## src/rtl/rtc_pkg.sv

```systemverilog
package rtc_pkg;
   // Register offsets (byte addresses decoded by the bus).
   localparam int OFF_CTRL  = 'h00;
   localparam int OFF_SECS  = 'h04;
   localparam int OFF_ALARM = 'h08;
   localparam int OFF_TLEN  = 'h0C;
   localparam int OFF_SCR   = 'h34;
   localparam int OFF_KEY   = 'h3C;

   // Control register bit positions.
   localparam int B_RDY    = 7;
   localparam int B_TICKF  = 6;
   localparam int B_TICKIE = 5;
   localparam int B_ALMF   = 4;
   localparam int B_ALMIE  = 3;
   localparam int B_ALMEN  = 2;
   localparam int B_RUN    = 0;

   localparam int B_KEYOPEN = 31;
   localparam logic [15:0] UNLOCK_CODE = 16'hA55A;

   typedef struct packed {
      logic tick_ie;
      logic alm_ie;
      logic alm_en;
      logic run;
   } rtc_cfg_t;
endpackage

```

## src/rtl/rtc_wr_gate.sv

```systemverilog
module rtc_wr_gate #(
   parameter bit          KEY_EN   = 1'b1,
   parameter int          BUSY_CYC = 3,
   parameter int          KEY_W    = 16,
   parameter logic [15:0] KEY_VAL  = 16'hA55A
) (
   input  logic             clk,
   input  logic             rst_n,
   input  logic             wr_req,
   input  logic             key_sel,
   input  logic [KEY_W-1:0] key_data,
   output logic             wr_ok,
   output logic             ready,
   output logic             key_open
);
   localparam int CNT_W = $clog2(BUSY_CYC + 1);

   logic [CNT_W-1:0] busy_cnt;

   initial begin
      assert (BUSY_CYC >= 1) else $error("BUSY_CYC must be at least 1");
      assert (KEY_W >= 1 && KEY_W <= 16) else $error("KEY_W out of range");
   end

   assign ready = (busy_cnt == '0);
   assign wr_ok = wr_req && !key_sel && ready && key_open;

   always_ff @(posedge clk or negedge rst_n) begin
      if (!rst_n)
         busy_cnt <= '0;
      else if (wr_ok)
         busy_cnt <= CNT_W'(BUSY_CYC);
      else if (busy_cnt != '0)
         busy_cnt <= busy_cnt - 1'b1;
   end

   generate
      if (KEY_EN) begin : g_key
         logic key_q;
         always_ff @(posedge clk or negedge rst_n) begin
            if (!rst_n)
               key_q <= 1'b0;
            else if (wr_req && key_sel && key_data == KEY_VAL[KEY_W-1:0])
               key_q <= 1'b1;
            else if (wr_ok)
               key_q <= 1'b0;
         end
         assign key_open = key_q;

         a_r3_key_used_up: assert property (@(posedge clk) disable iff (!rst_n)
            wr_ok |=> !key_open);
      end else begin : g_nokey
         assign key_open = 1'b1;
      end
   endgenerate

   a_r4_ready_drops: assert property (@(posedge clk) disable iff (!rst_n)
      wr_ok |=> !ready);
   a_r4_no_write_busy: assert property (@(posedge clk) disable iff (!rst_n)
      !ready |-> !wr_ok);
endmodule

```

## src/rtl/rtc_prescaler.sv

```systemverilog
module rtc_prescaler #(
   parameter int PRE_W = 16
) (
   input  logic             clk,
   input  logic             rst_n,
   input  logic             run,
   input  logic             restart,
   input  logic [PRE_W-1:0] limit,
   output logic             tick
);
   logic [PRE_W-1:0] cnt;
   logic             at_end;

   initial assert (PRE_W >= 1 && PRE_W <= 32) else $error("PRE_W out of range");

   assign at_end = (cnt >= limit);
   assign tick   = run && !restart && at_end;

   always_ff @(posedge clk or negedge rst_n) begin
      if (!rst_n)
         cnt <= '0;
      else if (!run || restart || at_end)
         cnt <= '0;
      else
         cnt <= cnt + 1'b1;
   end

   a_r5_no_tick_idle: assert property (@(posedge clk) disable iff (!rst_n)
      (!run || restart) |=> !tick || limit == '0);
endmodule

```

## src/rtl/rtc_alarm_det.sv

```systemverilog
module rtc_alarm_det #(
   parameter int W = 32
) (
   input  logic         clk,
   input  logic         rst_n,
   input  logic         en,
   input  logic [W-1:0] secs,
   input  logic [W-1:0] alarm,
   input  logic         clr,
   output logic         flag
);
   logic match, match_q;

   assign match = en && (secs == alarm);

   always_ff @(posedge clk or negedge rst_n) begin
      if (!rst_n) begin
         match_q <= 1'b0;
         flag    <= 1'b0;
      end else begin
         match_q <= match;
         if (match && !match_q)
            flag <= 1'b1;
         else if (clr)
            flag <= 1'b0;
      end
   end

   a_r8_set_needs_enable: assert property (@(posedge clk) disable iff (!rst_n)
      $rose(flag) |-> $past(en && secs == alarm));
   a_r8_flag_sticky: assert property (@(posedge clk) disable iff (!rst_n)
      (flag && !clr) |=> flag);
endmodule

```

## src/rtl/rtc_core.sv

```systemverilog
module rtc_core #(
   parameter int          ADDR_W   = 8,
   parameter int          PRE_W    = 16,
   parameter logic [31:0] PRE_RST  = 32'd32767,
   parameter int          BUSY_CYC = 3,
   parameter bit          KEY_EN   = 1'b1
) (
   input  logic              clk,
   input  logic              rst_n,
   input  logic              bus_wr,
   input  logic [ADDR_W-1:0] bus_addr,
   input  logic [31:0]       bus_wdata,
   output logic [31:0]       bus_rdata,
   output logic              irq_o
);
   import rtc_pkg::*;

   localparam int DW = 32;

   initial assert (ADDR_W >= 6) else $error("ADDR_W too small for register map");

   logic              sel_ctrl, sel_secs, sel_alarm, sel_tlen, sel_scr, sel_key;
   logic              wr_ok, ready, key_open, tick, alm_flag, tick_flag;
   logic [DW-1:0]     secs, alarm, scratch;
   logic [PRE_W-1:0]  tlen;
   rtc_cfg_t          cfg;
   logic              w_ctrl, w_secs;

   assign sel_ctrl  = bus_addr == ADDR_W'(OFF_CTRL);
   assign sel_secs  = bus_addr == ADDR_W'(OFF_SECS);
   assign sel_alarm = bus_addr == ADDR_W'(OFF_ALARM);
   assign sel_tlen  = bus_addr == ADDR_W'(OFF_TLEN);
   assign sel_scr   = bus_addr == ADDR_W'(OFF_SCR);
   assign sel_key   = bus_addr == ADDR_W'(OFF_KEY);

   assign w_ctrl = wr_ok && sel_ctrl;
   assign w_secs = wr_ok && sel_secs;

   rtc_wr_gate #(.KEY_EN(KEY_EN), .BUSY_CYC(BUSY_CYC), .KEY_W(16),
                 .KEY_VAL(UNLOCK_CODE)) u_gate (
      .clk(clk), .rst_n(rst_n), .wr_req(bus_wr), .key_sel(sel_key),
      .key_data(bus_wdata[15:0]), .wr_ok(wr_ok), .ready(ready),
      .key_open(key_open));

   rtc_prescaler #(.PRE_W(PRE_W)) u_pre (
      .clk(clk), .rst_n(rst_n), .run(cfg.run), .restart(w_secs),
      .limit(tlen), .tick(tick));

   rtc_alarm_det #(.W(DW)) u_alm (
      .clk(clk), .rst_n(rst_n), .en(cfg.alm_en), .secs(secs), .alarm(alarm),
      .clr(w_ctrl && !bus_wdata[B_ALMF]), .flag(alm_flag));

   always_ff @(posedge clk or negedge rst_n) begin
      if (!rst_n) begin
         secs      <= '0;
         alarm     <= '0;
         scratch   <= '0;
         tlen      <= PRE_W'(PRE_RST);
         cfg       <= '0;
         tick_flag <= 1'b0;
      end else begin
         if (w_secs)
            secs <= bus_wdata;
         else if (tick)
            secs <= secs + 32'd1;
         if (wr_ok && sel_alarm) alarm   <= bus_wdata;
         if (wr_ok && sel_scr)   scratch <= bus_wdata;
         if (wr_ok && sel_tlen)  tlen    <= bus_wdata[PRE_W-1:0];
         if (w_ctrl) begin
            cfg.tick_ie <= bus_wdata[B_TICKIE];
            cfg.alm_ie  <= bus_wdata[B_ALMIE];
            cfg.alm_en  <= bus_wdata[B_ALMEN];
            cfg.run     <= bus_wdata[B_RUN];
         end
         if (tick)
            tick_flag <= 1'b1;
         else if (w_ctrl && !bus_wdata[B_TICKF])
            tick_flag <= 1'b0;
      end
   end

   always_comb begin
      bus_rdata = '0;
      if (sel_ctrl) begin
         bus_rdata[B_RDY]    = ready;
         bus_rdata[B_TICKF]  = tick_flag;
         bus_rdata[B_TICKIE] = cfg.tick_ie;
         bus_rdata[B_ALMF]   = alm_flag;
         bus_rdata[B_ALMIE]  = cfg.alm_ie;
         bus_rdata[B_ALMEN]  = cfg.alm_en;
         bus_rdata[B_RUN]    = cfg.run;
      end else if (sel_secs)  bus_rdata = secs;
      else if (sel_alarm)     bus_rdata = alarm;
      else if (sel_tlen)      bus_rdata = DW'(tlen);
      else if (sel_scr)       bus_rdata = scratch;
      else if (sel_key)       bus_rdata[B_KEYOPEN] = key_open;
   end

   assign irq_o = (tick_flag && cfg.tick_ie) || (alm_flag && cfg.alm_ie);

   a_r5_single_step: assert property (@(posedge clk) disable iff (!rst_n)
      (tick && !w_secs) |=> secs == $past(secs) + 32'd1);
   a_r6_hold_stopped: assert property (@(posedge clk) disable iff (!rst_n)
      (!cfg.run && !w_secs) |=> $stable(secs));
   a_r2_dropped_write: assert property (@(posedge clk) disable iff (!rst_n)
      (bus_wr && !wr_ok) |=> $stable(scratch) && $stable(alarm));
   a_r7_tick_sets_flag: assert property (@(posedge clk) disable iff (!rst_n)
      tick |=> tick_flag);
endmodule

```

## config.mk

```make
export PLATFORM = sky130hd
export DESIGN_NAME = rtc_core
export DESIGN_NICKNAME = d
export VERILOG_FILES = /design/src/rtl/rtc_pkg.sv /design/src/rtl/rtc_wr_gate.sv /design/src/rtl/rtc_prescaler.sv /design/src/rtl/rtc_alarm_det.sv /design/src/rtl/rtc_core.sv
export SDC_FILE = /design/constraint.sdc
export NUM_CORES = 1
export LEC_CHECK = 0
export BUFFER_PORTS_ARGS = -buffer_cell sky130_fd_sc_hd__buf_4
export CAP_MARGIN = 40
export CORE_UTILIZATION = 60
export CTS_CLUSTER_SIZE = 40
export DETAILED_ROUTE_END_ITERATION = 12
export PLACE_DENSITY = 0.81
export SLEW_MARGIN = 20
export SYNTH_ARGS = -nofsm -noshare
export SYNTH_HDL_FRONTEND = slang
export SYNTH_HIERARCHICAL = 1
export SYNTH_SLANG_ARGS = --single-unit
export TNS_END_PERCENT = 100
```

## constraint.sdc

```tcl
create_clock -name clk -period 4.38 [get_ports clk]
set_input_delay 0.219 -clock clk [delete_from_list [all_inputs] [get_ports clk]]
set_output_delay 0.219 -clock clk [all_outputs]
set_load 0.01 [all_outputs]
```

==> metrics.yaml <==
status: "finished, final reports clean"
hp-class: "primary input to flip-flop"
cap_violations: 0
wire_per_inst_um: 19.81
syn_to_final_growth_pct: 17.50
grt_pass1_wl_um: 31020
cts_hold_buf: 1
route.detailed.drc: 0
cts.path.max_buffers: 2
fin_nets: 865
fin_skew_ns: 0.01064
grt-ovfl-total: 0
design.die.area_um2: 13360
initial_utilization_pct: 61.34
coreArea_um2: 12620
worst_setup_path_end_kind: "flip-flop"
antenna_left: 0
synth_fp_nets: 790
cts_tree: "done"
synth_warnings: 6
ir_drop_uv: 260.1
min_period_over_period_pct: 83.88
whs_path_depth: 2
ios: 76
viasPerCell: 6.186
cts_root_buf: "clkbuf_16"
clock_latency_ns: 0.43
seq_area_frac_synth_pct: 44.85
period_needed_ns: 3.674
leakage_nw: 4.357
yosys.area.top_type: "dfrtp_1"
first_pass_iters: 8
synth-seq-cells: 138
rsz0062_at_grt: "false"
die_x_um: 115.6
cp.arrival_ns: 3.96
maxSlewViolCount: 0
reg2reg_depth: 12
routabilityCongestion: 0.9989
placementRows: 41
antenna_cells: 0
syn_area_um2: 7741
antenna_found_initial: 0
syn_area_per_cell_um2: 10.63
grt_use_total_pct: 31.30
synthTopCellsByCount: "dfrtp_1, mux2_2, nor2_1"
ctsResizeCount: 0
die_y_um: 115.6
syn_inst: 728
path_max_fanout: 7
vias: 6112
cts_setup_buffers: 0
synth_cell_types: 57
cts_buffers: 17
slew_headroom_pct: 54.13
synth_edf_count: 0
finalSetupViolCount: 0
synthArstFlopShare_pct: 100.0
dpl.hpwl_um: 13690
drtIter0Drc: 638
wirelength_um: 19570
power_mw: 2.833
synth_ff_type: "dfrtp_1"
cts_max_level: 4
synth_area_leaders: "dfrtp_1, mux2_2, dfstp_2"
finalSetupTns_ns: 0
grt_max_degree: 70
max_freq_ghz: 0.2722
synth_top_area_share_pct: 39.76
power.density_nw_per_um2: 311.4
crit_type: "flip-flop to flip-flop"
start_kind: "flip-flop"
yosysMostFrequentCell: "dfrtp_1"
drive_gt1_share_pct: 27.94
clk_pin_slew_ns: 0.06
grt_pass1_vias: 6076
clock_sinks: 138
crit_required_ns: 4.67
io_buffer_count: 75
hold_viol: 0
worst_pin_slew_ns: 0.6879
flip-flops by register name (all words and copies together), names as in the netlist:
name and count:
alarm 32, cfg 4, scratch 32, secs 32, tick_flag 1, tlen 16
u_alm/flag 1, u_alm/match_q 1, u_gate/busy_cnt 2, u_gate/key_open 1, u_pre/cnt 16
critical path, stage by stage (launching register included):
cell     delay, ns
dfstp_2       0.53
inv_1         0.05
ha_1          0.30
and3_4        0.18
nand4_1       0.09
o31a_1        0.32
o21ai_0       0.20
nor2b_1       0.52
and4_1        0.41
nand4_2       0.30
nor4_2        0.37
xnor2_1       0.17
a21oi_1       0.09
through the flow:
| stage | hold WS [ns] | instances | cell area, um^2 | utilization (%) | setup WS (ns) |
|---|---|---|---|---|---|
| after floorplan | -0.07659 | 728 | 7741 | - | 0.9504 |
| after global placement | 0.4084 | 951 | 8434 | 66.84 | 0.9212 |
| after detailed placement | 0.1395 | 953 | 8473 | 67.14 | 0.7054 |
| after CTS | 0.003382 | 986 | 9074 | 71.90 | 0.7615 |
| after global routing | 0.01793 | 988 | 9096 | 72.08 | 0.5313 |
| final | 0.01700 | 988 | 9096 | 72.08 | 0.7060 |
power by group:
part	internal, mW	switching, mW	leakage [nW]
clock network	0.922	0.528	0.292
registers	1.28	0.00000216	1.85
logic	0.0396	0.0675	2.21
total	2.24	0.595	4.36
kinds of logic (layout without fill, tap and decap cells):
| kind of cell | after synthesis | count (layout) | synth area share, % |
|---|---|---|---|
| AOI/OAI and AO/OA | 116 | 116 | 10.12 |
| xor gates and xnor gates | 75 | 75 | 8.486 |
| adders and majority gates | 19 | 19 | 3.071 |
| muxes | 103 | 103 | 14.71 |
| DFF | 138 | 138 | 44.85 |
| buffers and inverters | 75 | 163 | 3.944 |
| and+or+nand+nor | 202 | 202 | 14.82 |
layout make-up:
| class | count | area (um^2) |
|---|---|---|
| clock inverters | 8 | 118.9 |
| multi-input cells | 515 | 3966 |
| clock buffers | 24 | 471.7 |
| inverters | 45 | 168.9 |
| flip-flops and latches | 138 | 3472 |
| fillers | 912 | 3523 |
| repair buffers | 86 | 683.2 |
| well taps | 172 | 215.2 |
placed cells by master, fill, tap and decap left out, types with 8 or more instances in the layout:
master,count
and3_1,11
buf_4,80
mux2_1,8
o2bb2ai_1,9
mux2_2,78
a21oi_1,54
inv_1,45
a222oi_1,16
o21ai_0,13
nand4_1,20
xor2_1,33
mux2i_1,17
a22o_1,10
ha_1,19
nand3_1,19
dfrtp_1,123
nor2b_1,12
dfstp_2,15
nand2_1,26
nor2_1,67
xnor2_1,42
clkbuf_16,17
routing by layer:
layer,up-vias,global-route usage (%),share of wire (%)
li1,2751,-,-
met1,3054,41.12,42
met2,265,49.94,48
met3,42,7.008,7.6
met4,0,13.85,2.6
met5,-,0,0
worst paths after layout:
path,from,endpoint,slack [ns]
max reg2reg,tlen[7],secs[29],0.71
min reg2reg,u_alm/match_q,u_alm/flag,0.46
min,bus_wdata[22],alarm[22],0.02
max,tlen[7],secs[29],0.71
max in group asynchronous,rst_n,tlen[8],2.93
min in group asynchronous,rst_n,alarm[16],0.26
Power figures use the tool's default switching activity.
